==> src/rtl/bru_pkg.sv <==
package bru_pkg;

   typedef enum logic [2:0] {
      K_SEQ   = 3'd0,
      K_IFZ   = 3'd1,
      K_IFNZ  = 3'd2,
      K_IFLT  = 3'd3,
      K_IFNLT = 3'd4,
      K_JABS  = 3'd5,
      K_JLINK = 3'd6,
      K_JREG  = 3'd7
   } kind_e;

   localparam int KIND_W = 3;

endpackage

==> src/rtl/bru_cond_eval.sv <==
module bru_cond_eval
   import bru_pkg::*;
(
   input  kind_e kind,
   input  logic  zf,
   input  logic  ltf,
   output logic  cond_take,
   output logic  uncond,
   output logic  use_reg,
   output logic  link
);

   always_comb begin
      cond_take = 1'b0;
      uncond    = 1'b0;
      use_reg   = 1'b0;
      link      = 1'b0;
      unique case (kind)
         K_IFZ:   cond_take = zf;
         K_IFNZ:  cond_take = ~zf;
         K_IFLT:  cond_take = ltf;
         K_IFNLT: cond_take = ~ltf;
         K_JABS:  uncond    = 1'b1;
         K_JLINK: begin
            uncond = 1'b1;
            link   = 1'b1;
         end
         K_JREG: begin
            uncond  = 1'b1;
            use_reg = 1'b1;
         end
         default: ;
      endcase
   end

endmodule

==> src/rtl/bru_target_gen.sv <==
module bru_target_gen #(
   parameter int PC_W       = 16,
   parameter int OFS_W      = 16,
   parameter int INSN_BYTES = 2
) (
   input  logic [PC_W-1:0]  pc,
   input  logic             ext,
   input  logic [OFS_W-1:0] ofs,
   output logic [PC_W-1:0]  seq_pc,
   output logic [PC_W-1:0]  rel_pc,
   output logic [PC_W-1:0]  ret_pc
);

   localparam logic [PC_W-1:0] STEP_ONE = PC_W'(INSN_BYTES);
   localparam logic [PC_W-1:0] STEP_TWO = PC_W'(2 * INSN_BYTES);

   logic [PC_W-1:0] ofs_ext;

   generate
      if (OFS_W > PC_W) begin : g_bad_ofs
         $error("bru_target_gen: OFS_W must not exceed PC_W");
      end
      if (INSN_BYTES < 1) begin : g_bad_step
         $error("bru_target_gen: INSN_BYTES must be at least 1");
      end
      if (OFS_W == PC_W) begin : g_ofs_full
         assign ofs_ext = ofs;
      end else begin : g_ofs_sext
         assign ofs_ext = {{(PC_W-OFS_W){ofs[OFS_W-1]}}, ofs};
      end
   endgenerate

   assign seq_pc = pc + (ext ? STEP_TWO : STEP_ONE);
   assign rel_pc = pc + ofs_ext;
   assign ret_pc = pc + STEP_ONE;

endmodule

==> src/rtl/bru_page_reg.sv <==
module bru_page_reg #(
   parameter int PG_W = 8
) (
   input  logic            clk,
   input  logic            rst_n,
   input  logic            ld,
   input  logic [PG_W-1:0] val,
   output logic [PG_W-1:0] q
);

   generate
      if (PG_W < 1) begin : g_bad_pg
         $error("bru_page_reg: PG_W must be at least 1");
      end
   endgenerate

   always_ff @(posedge clk or negedge rst_n) begin
      if (!rst_n)  q <= '0;
      else if (ld) q <= val;
   end

   AST_PAGE_HOLD: assert property (@(posedge clk) disable iff (!rst_n)
      !ld |=> $stable(q));
   AST_PAGE_LOAD: assert property (@(posedge clk) disable iff (!rst_n)
      ld |=> q == $past(val));

endmodule

==> src/rtl/bru_nextpc.sv <==
module bru_nextpc
   import bru_pkg::*;
#(
   parameter int PC_W       = 16,
   parameter int OFS_W      = 16,
   parameter int PG_W       = 8,
   parameter int INSN_BYTES = 2,
   parameter int RIDX_W     = 4,
   parameter int LINK_REG   = 15
) (
   input  logic                 clk,
   input  logic                 rst_n,
   input  logic [PC_W-1:0]      pc_i,
   input  logic [KIND_W-1:0]    kind_i,
   input  logic                 ext_i,
   input  logic [OFS_W-1:0]     imm_i,
   input  logic [PC_W-1:0]      reg_i,
   input  logic                 zf_i,
   input  logic                 ltf_i,
   input  logic                 page_ld_i,
   input  logic [PG_W-1:0]      page_val_i,
   output logic [PC_W-1:0]      next_pc_o,
   output logic                 taken_o,
   output logic                 link_we_o,
   output logic [RIDX_W-1:0]    link_idx_o,
   output logic [PC_W-1:0]      link_val_o,
   output logic [PG_W+PC_W-1:0] fetch_addr_o,
   output logic [PG_W-1:0]      page_o
);

   localparam int ADDR_W = PG_W + PC_W;
   localparam logic [PC_W-1:0] STEP_ONE = PC_W'(INSN_BYTES);
   localparam logic [PC_W-1:0] STEP_TWO = PC_W'(2 * INSN_BYTES);

   generate
      if (LINK_REG >= (1 << RIDX_W)) begin : g_bad_link
         $error("bru_nextpc: LINK_REG does not fit in RIDX_W bits");
      end
      if (ADDR_W < PC_W) begin : g_bad_addr
         $error("bru_nextpc: address width below PC width");
      end
   endgenerate

   kind_e           kind;
   logic            cond_take, uncond, use_reg, link;
   logic [PC_W-1:0] seq_pc, rel_pc, ret_pc;
   logic [PC_W-1:0] abs_pc;

   assign kind = kind_e'(kind_i);

   bru_cond_eval u_cond (
      .kind      (kind),
      .zf        (zf_i),
      .ltf       (ltf_i),
      .cond_take (cond_take),
      .uncond    (uncond),
      .use_reg   (use_reg),
      .link      (link)
   );

   bru_target_gen #(
      .PC_W       (PC_W),
      .OFS_W      (OFS_W),
      .INSN_BYTES (INSN_BYTES)
   ) u_tgt (
      .pc     (pc_i),
      .ext    (ext_i),
      .ofs    (imm_i),
      .seq_pc (seq_pc),
      .rel_pc (rel_pc),
      .ret_pc (ret_pc)
   );

   bru_page_reg #(
      .PG_W (PG_W)
   ) u_page (
      .clk   (clk),
      .rst_n (rst_n),
      .ld    (page_ld_i),
      .val   (page_val_i),
      .q     (page_o)
   );

   generate
      if (OFS_W == PC_W) begin : g_abs_full
         assign abs_pc = imm_i;
      end else begin : g_abs_zext
         assign abs_pc = {{(PC_W-OFS_W){1'b0}}, imm_i};
      end
   endgenerate

   always_comb begin
      if (uncond)         next_pc_o = use_reg ? reg_i : abs_pc;
      else if (cond_take) next_pc_o = rel_pc;
      else                next_pc_o = seq_pc;
   end

   assign taken_o      = uncond | cond_take;
   assign link_we_o    = link;
   assign link_idx_o   = RIDX_W'(LINK_REG);
   assign link_val_o   = ret_pc;
   assign fetch_addr_o = {page_o, next_pc_o};

   AST_FALLTHRU_STEP: assert property (@(posedge clk) disable iff (!rst_n)
      !taken_o |-> next_pc_o == pc_i + (ext_i ? STEP_TWO : STEP_ONE));
   AST_JUMP_ALWAYS: assert property (@(posedge clk) disable iff (!rst_n)
      (kind_i >= 3'd5) |-> taken_o);
   AST_LINK_KIND: assert property (@(posedge clk) disable iff (!rst_n)
      link_we_o |-> kind_i == 3'd6);
   AST_LINK_RETURN: assert property (@(posedge clk) disable iff (!rst_n)
      link_we_o |-> link_val_o == pc_i + STEP_ONE);
   AST_REG_TARGET: assert property (@(posedge clk) disable iff (!rst_n)
      (kind_i == 3'd7) |-> next_pc_o == reg_i);

endmodule

==> config.mk <==
export PLATFORM = sky130hd
export DESIGN_NAME = bru_nextpc
export DESIGN_NICKNAME = d
export VERILOG_FILES = /design/src/rtl/bru_pkg.sv /design/src/rtl/bru_cond_eval.sv /design/src/rtl/bru_target_gen.sv /design/src/rtl/bru_page_reg.sv /design/src/rtl/bru_nextpc.sv
export SDC_FILE = /design/constraint.sdc
export NUM_CORES = 1
export LEC_CHECK = 0
export BUFFER_PORTS_ARGS = -buffer_cell sky130_fd_sc_hd__buf_2
export CAP_MARGIN = 20
export CORE_UTILIZATION = 47
export CTS_CLUSTER_SIZE = 20
export DETAILED_ROUTE_END_ITERATION = 8
export GPL_TIMING_DRIVEN = 0
export PLACE_DENSITY = 0.93
export SLEW_MARGIN = 30
export SYNTH_ARGS = -nofsm -noshare
export SYNTH_HDL_FRONTEND = slang
export SYNTH_HIERARCHICAL = 1
export SYNTH_SLANG_ARGS = --single-unit
==> constraint.sdc <==
create_clock -name clk -period 6.5 [get_ports clk]
set_input_delay 1.95 -clock clk [delete_from_list [all_inputs] [get_ports clk]]
set_output_delay 1.95 -clock clk [all_outputs]
set_load 0.03 [all_outputs]
After elaboration in Yosys (flattened, before gate mapping)
Cells that the tools add are included.
{"block": "word_totals", "reg_bits": 8, "in_bits": 65, "out_inout_bits": 70, "elab_cells": 23}
{"block": "op_classes", "n_addsub": 3, "n_eq_ne": 7, "muxes": 8, "bitwise_logic": 3, "n_reduce_logical": 1}
{"op": "2-to-1 mux 16 bit", "count": 3}
{"op": "adder 16 bit", "count": 2}
{"op": "adder 16 x 2 -> 16 bit, second input constant", "count": 1}
{"op": "equality test 3 bit, second input constant", "count": 4}
{"op": "equality test 3 x 2 -> 1 bit, second input constant", "count": 2}
{"op": "case mux 1 bit (4 select lines)", "count": 1}
{"op": "equality test 3 x 1 -> 1 bit, second input constant", "count": 1}
{"op": "2-to-1 mux 1 bit", "count": 3}
{"op": "2-to-1 mux 3 bit", "count": 1}
{"op": "OR reduction 3 bit", "count": 1}
{"op": "inverter 1 bit", "count": 2}
{"op": "OR 1 bit", "count": 1}

Logic depth before layout (Yosys ltp)
{"block": "logic_depth", "word_depth": 4, "ltp_mapped": 11, "mapped_depth_nobuf": 10}

Hierarchy
The synthesis kept the hierarchy.
{"module": "bru_target_gen", "n_inst": 1, "cells_each": 188, "area_each_um2": 1322.5, "seq_area_each_um2": 0.0}
{"module": "bru_nextpc", "n_inst": 1, "cells_each": 84, "area_each_um2": 778.2, "seq_area_each_um2": 0.0}
{"module": "bru_page_reg", "n_inst": 1, "cells_each": 17, "area_each_um2": 331.6, "seq_area_each_um2": 200.2}
{"module": "bru_cond_eval", "n_inst": 1, "cells_each": 11, "area_each_um2": 72.6, "seq_area_each_um2": 0.0}

Worst setup path before layout
No wires, ideal clock.
{"block": "synth_path", "path_type": "in2out", "startpoint": "input ext_i", "endpoint": "output next_pc_o[13]", "t_arrival_ns": 4.355, "required_ns": 4.550, "setup_slack_ns": 0.195, "cell_stages": 11, "n_path_buf": 1, "cell_sequence": "inv_1 -> ha_1 -> inv_1 -> fa_1 -> nand3b_1 -> or3_1 -> nor2_1 -> xor2_1 -> mux2i_1 -> mux2i_1 -> buf_4"}
{"block": "synth_via", "elab_chain_cells": 4}
{"item": "start, declared", "line_no": "bru_nextpc.sv:15", "source": "input logic ext_i,"}
{"item": "2-to-1 mux 3 bit", "line_no": "bru_target_gen.sv:33", "source": "assign seq_pc = pc + (ext ? STEP_TWO : STEP_ONE);"}
{"item": "adder 16 bit", "line_no": "bru_target_gen.sv:33"}
{"item": "via seq_pc[13]", "line_no": "bru_nextpc.sv:46", "source": "logic [PC_W-1:0] seq_pc, rel_pc, ret_pc;"}
{"item": "2-to-1 mux 16 bit", "line_no": "bru_nextpc.sv:94", "source": "else if (cond_take) next_pc_o = rel_pc;"}
{"item": "2-to-1 mux 16 bit", "line_no": "bru_nextpc.sv:93", "source": "if (uncond) next_pc_o = use_reg ? reg_i : abs_pc;"}
{"item": "end, declared", "line_no": "bru_nextpc.sv:22", "source": "output logic [PC_W-1:0] next_pc_o,"}
The timed path passes the listed nets, and every way through them passes these cells.

Final worst setup path
{"block": "layout_path", "startpoint": "input ext_i", "endpoint": "output next_pc_o[15]"}
The elaborated chain is that of the path after synthesis.

==> run metrics <==
fraction of the yosys area taken by sequential cells=0.0799; required time of the critical path=roughly 4600 ps; most area-hungry cell type in the Yosys netlist=sky130_fd_sc_hd__mux2i_1; gpl congestion=0.849; Final Routed Wirelength=about 6600 um; wire length of the first global-routing pass=between 9000 and 10,000 um; total clock buffers created by CTS=3; count of hold-fix buffers inserted at cts=0; simple logic cell fraction of the synthesized area=0.178; post-layout net count=roughly 520; met2 routed WL=3380 um; result of the run=finished clean; largest register by flop count=u_page/q; gate count of the mapped netlist=300; share of layout cells above drive strength 1=0.452; switching power as a share of total power=0.503; clock transition time at the flip-flop clock pins of the worst setup and hold paths=~40 ps; top fanout value on the critical path=4; post-route setup TNS=0 ps; Largest register FFs=8; number of synthesized register bits=8; relative contribution of combinational cells to total power=0.756; commonest non-fill, non-tap cell in the layout=sky130_fd_sc_hd__buf_2; Synth top area share=0.200; cell area power density=~150 nW/um^2; number of instances on the worst hold path=1; Routed met1 length=roughly 2800 um; Diodes inserted=0; hold violation total from the final report=0; # DRC=0; Tcrit/Tclk final=0.970; clock sink count=8; number of H-tree levels=1; worst clock skew=0 ps; path depth of the worst reg2reg path=1; Reg2Reg Launch Point=u_page/q[6]; capture point of the worst reg-to-reg path=u_page/q[6]; startpoint class of the critical path=primary input; startpoint of the most critical hold path=u_page/q[5]; insertion delay of the later-clocked pin in the worst-skew pair=between 200 and 250 ps; achievable frequency=around 160 MHz; parity-gate share of the synthesized area counting xor and xnor cells=0.133; top cells by area in the synthesized netlist=sky130_fd_sc_hd__mux2i_1, sky130_fd_sc_hd__buf_4, sky130_fd_sc_hd__ha_1; shortest clock period the worst path allows after layout=6300 ps; worst reg2reg setup slack=approximately 5700 ps; Vias per Instance=around 5; Remaining Overflow, GRT=0; port bufs=roughly 130; number of flops mapped to enable cells by yosys=0; FFs w/ async S/R, synth=1.00; clock root buffer=sky130_fd_sc_hd__clkbuf_8; DRC violation total after the first TritonRoute iteration=73; category of the most critical setup path=in2out; IO Count=135; main combinational cell family by area after synthesis=multiplexers; clock tree from TritonCTS=done; netlist area before placement=between 2000 and 3000 um^2; Post-Syn Area per Cell=8.35 um^2; Clk pwr share=0.122; die outline area=around 5600 um^2; Row Count=26; Worst EP arrival=4350 ps; routed wire length on met3=between 300 and 400 um; top_reg_cell synth=sky130_fd_sc_hd__dfrtp_1; largest registers=u_page/q x8; Int Pwr=about 240 uW; cell leakage power=0.00170 uW; yosys synthesis warning count=6; DP Wirelength=5640 um; area overhead of the layout relative to synthesis=31.9%; arithmetic-cell share of the synthesized area counting full adders, half adders and majority gates=0.106; average wire length per cell after detail routing=~13 um; floorplan die height=75.0 um; Hold Path End=u_page/q[5]; post-route setup slack=roughly 200 ps; leading cell types in the layout, fill and taps excluded=sky130_fd_sc_hd__buf_2, sky130_fd_sc_hd__mux2i_1, sky130_fd_sc_hd__buf_4; worst setup slack after placement=approximately 170 ps; number of pins exceeding their max-slew limit in the final report=0; number of search-and-repair iterations in the first detailed-routing pass=4; Hold Worst Slack=roughly 540 ps; post-route antenna net violation count=0; top layer in use=met4; total of endpoints with negative setup slack in the final report=0; die boundary width=about 75 um; starting utilization of the core area=0.490; number of distinct library cells after synthesis=just under 50; portion of total power attributed to sequential cells=0.121; Max IR drop VDD=between 0.15 and 0.2 mV; via count of the first global-routing pass=between 2,000 and 2,500; switching power summed over all nets=between 200 and 250 uW; mux share of post-synthesis cell area=0.248; kind of path behind the tightest hold check=reg2reg; GRT Util Overall=0.229; Critical Path End Type=primary output; antenna violations before repair=0; via count=about 2,600; core area=a little over 5000 um^2; maximum capacitance violations=0; complex-gate fraction of the synthesized area=0.0989; largest net degree at the start of global routing=11; clk buf depth=2
-- final cells by class --
cell class	count	area (um^2)
Multi-Input combinational cell	241	1930
Fill cell	451	1800
Timing Repair Buffer	130	653
Buffer	48	365
Sequential cell	8	200
Tap cell	70	87.6
Clock buffer	3	41.3
Inverter	6	22.5
-- metal layers --
layer  up-vias  global-route usage
li1       1299                   -
met1      1195               0.259
met2       106               0.446
met3         5              0.0268
met4         0              0.0629
met5         -                   0
-- worst max-delay path, stage by stage --
cell and delay, ps:
sky130_fd_sc_hd__buf_2 110, sky130_fd_sc_hd__inv_1 90, sky130_fd_sc_hd__ha_1 180, sky130_fd_sc_hd__inv_1 60, sky130_fd_sc_hd__fa_1 390, sky130_fd_sc_hd__nand3b_1 270, sky130_fd_sc_hd__or3_4 400, sky130_fd_sc_hd__nor2_1 170
sky130_fd_sc_hd__xor2_1 170, sky130_fd_sc_hd__mux2i_1 80, sky130_fd_sc_hd__mux2i_1 160, sky130_fd_sc_hd__buf_4 130, sky130_fd_sc_hd__buf_2 180
-- metrics by stage --
step | power (uW) | cells | utilization | instance area (um^2)
floorplan | 332 | 303 | - | 2520
global placement | 422 | 502 | 0.636 | 3250
detailed placement | 429 | 502 | 0.636 | 3250
CTS | 492 | 505 | 0.644 | 3290
global route | 527 | 506 | 0.647 | 3300
finish | 490 | 506 | 0.647 | 3300
-- synth_stat cells, drive strengths merged, types with 3 or more instances --
cell and n:
or3 3, buf 45, nor3 6, clkbuf 3, a21oi 11, ha 18, nand2 16, nand4 8
mux2 8, a21o 5, o21ai 8, nor2 23, mux2i 50, xor2 23, nand3b 5, nand3 11
nand2b 3, inv 6, dfrtp 8, xnor2 15, and3 3
-- cells by family (layout without fill, tap and decap cells) --
group	after synthesis	after routing
AOI/OAI and AO/OA	36	36
xor gates and xnor gates	38	38
adders and majority gates	20	20
buffers and inverters	54	187
DFF	8	8
muxes	58	58
other	1	4
and+or+nand+nor	85	85
-- how the worst max path moves through the flow --
stage          startpoint  depth (start not counted)       endpoint  slack (ps)
2_1_floorplan       ext_i                         11  next_pc_o[13]         200
3_3_place_gp        ext_i                         13  next_pc_o[15]         210
3_5_place_dp        ext_i                         13  next_pc_o[15]         170
4_1_cts             ext_i                         13  next_pc_o[15]         150
5_1_grt             ext_i                         13  next_pc_o[15]          -2
6_report            ext_i                         13  next_pc_o[15]         200
-- power groups by stage --
stage / registers [uW] / clock network (uW) / logic [uW]
2_1_floorplan: 69.4 / 0 / 262
3_3_place_gp: 59.6 / 0 / 362
3_5_place_dp: 60.0 / 0 / 369
4_1_cts: 59.5 / 61.9 / 370
5_1_grt: 60.1 / 66.9 / 400
6_report: 59.4 / 59.9 / 370
-- what timing repair did --
| action | in CTS | in global routing |
|---|---|---|
| buffers inserted | 0 | 1 |
| endpoints found under the setup margin | 0 | 2 |
| gates resized for setup | 0 | 1 |
No activity file was read; power rests on OpenSTA's default activity.
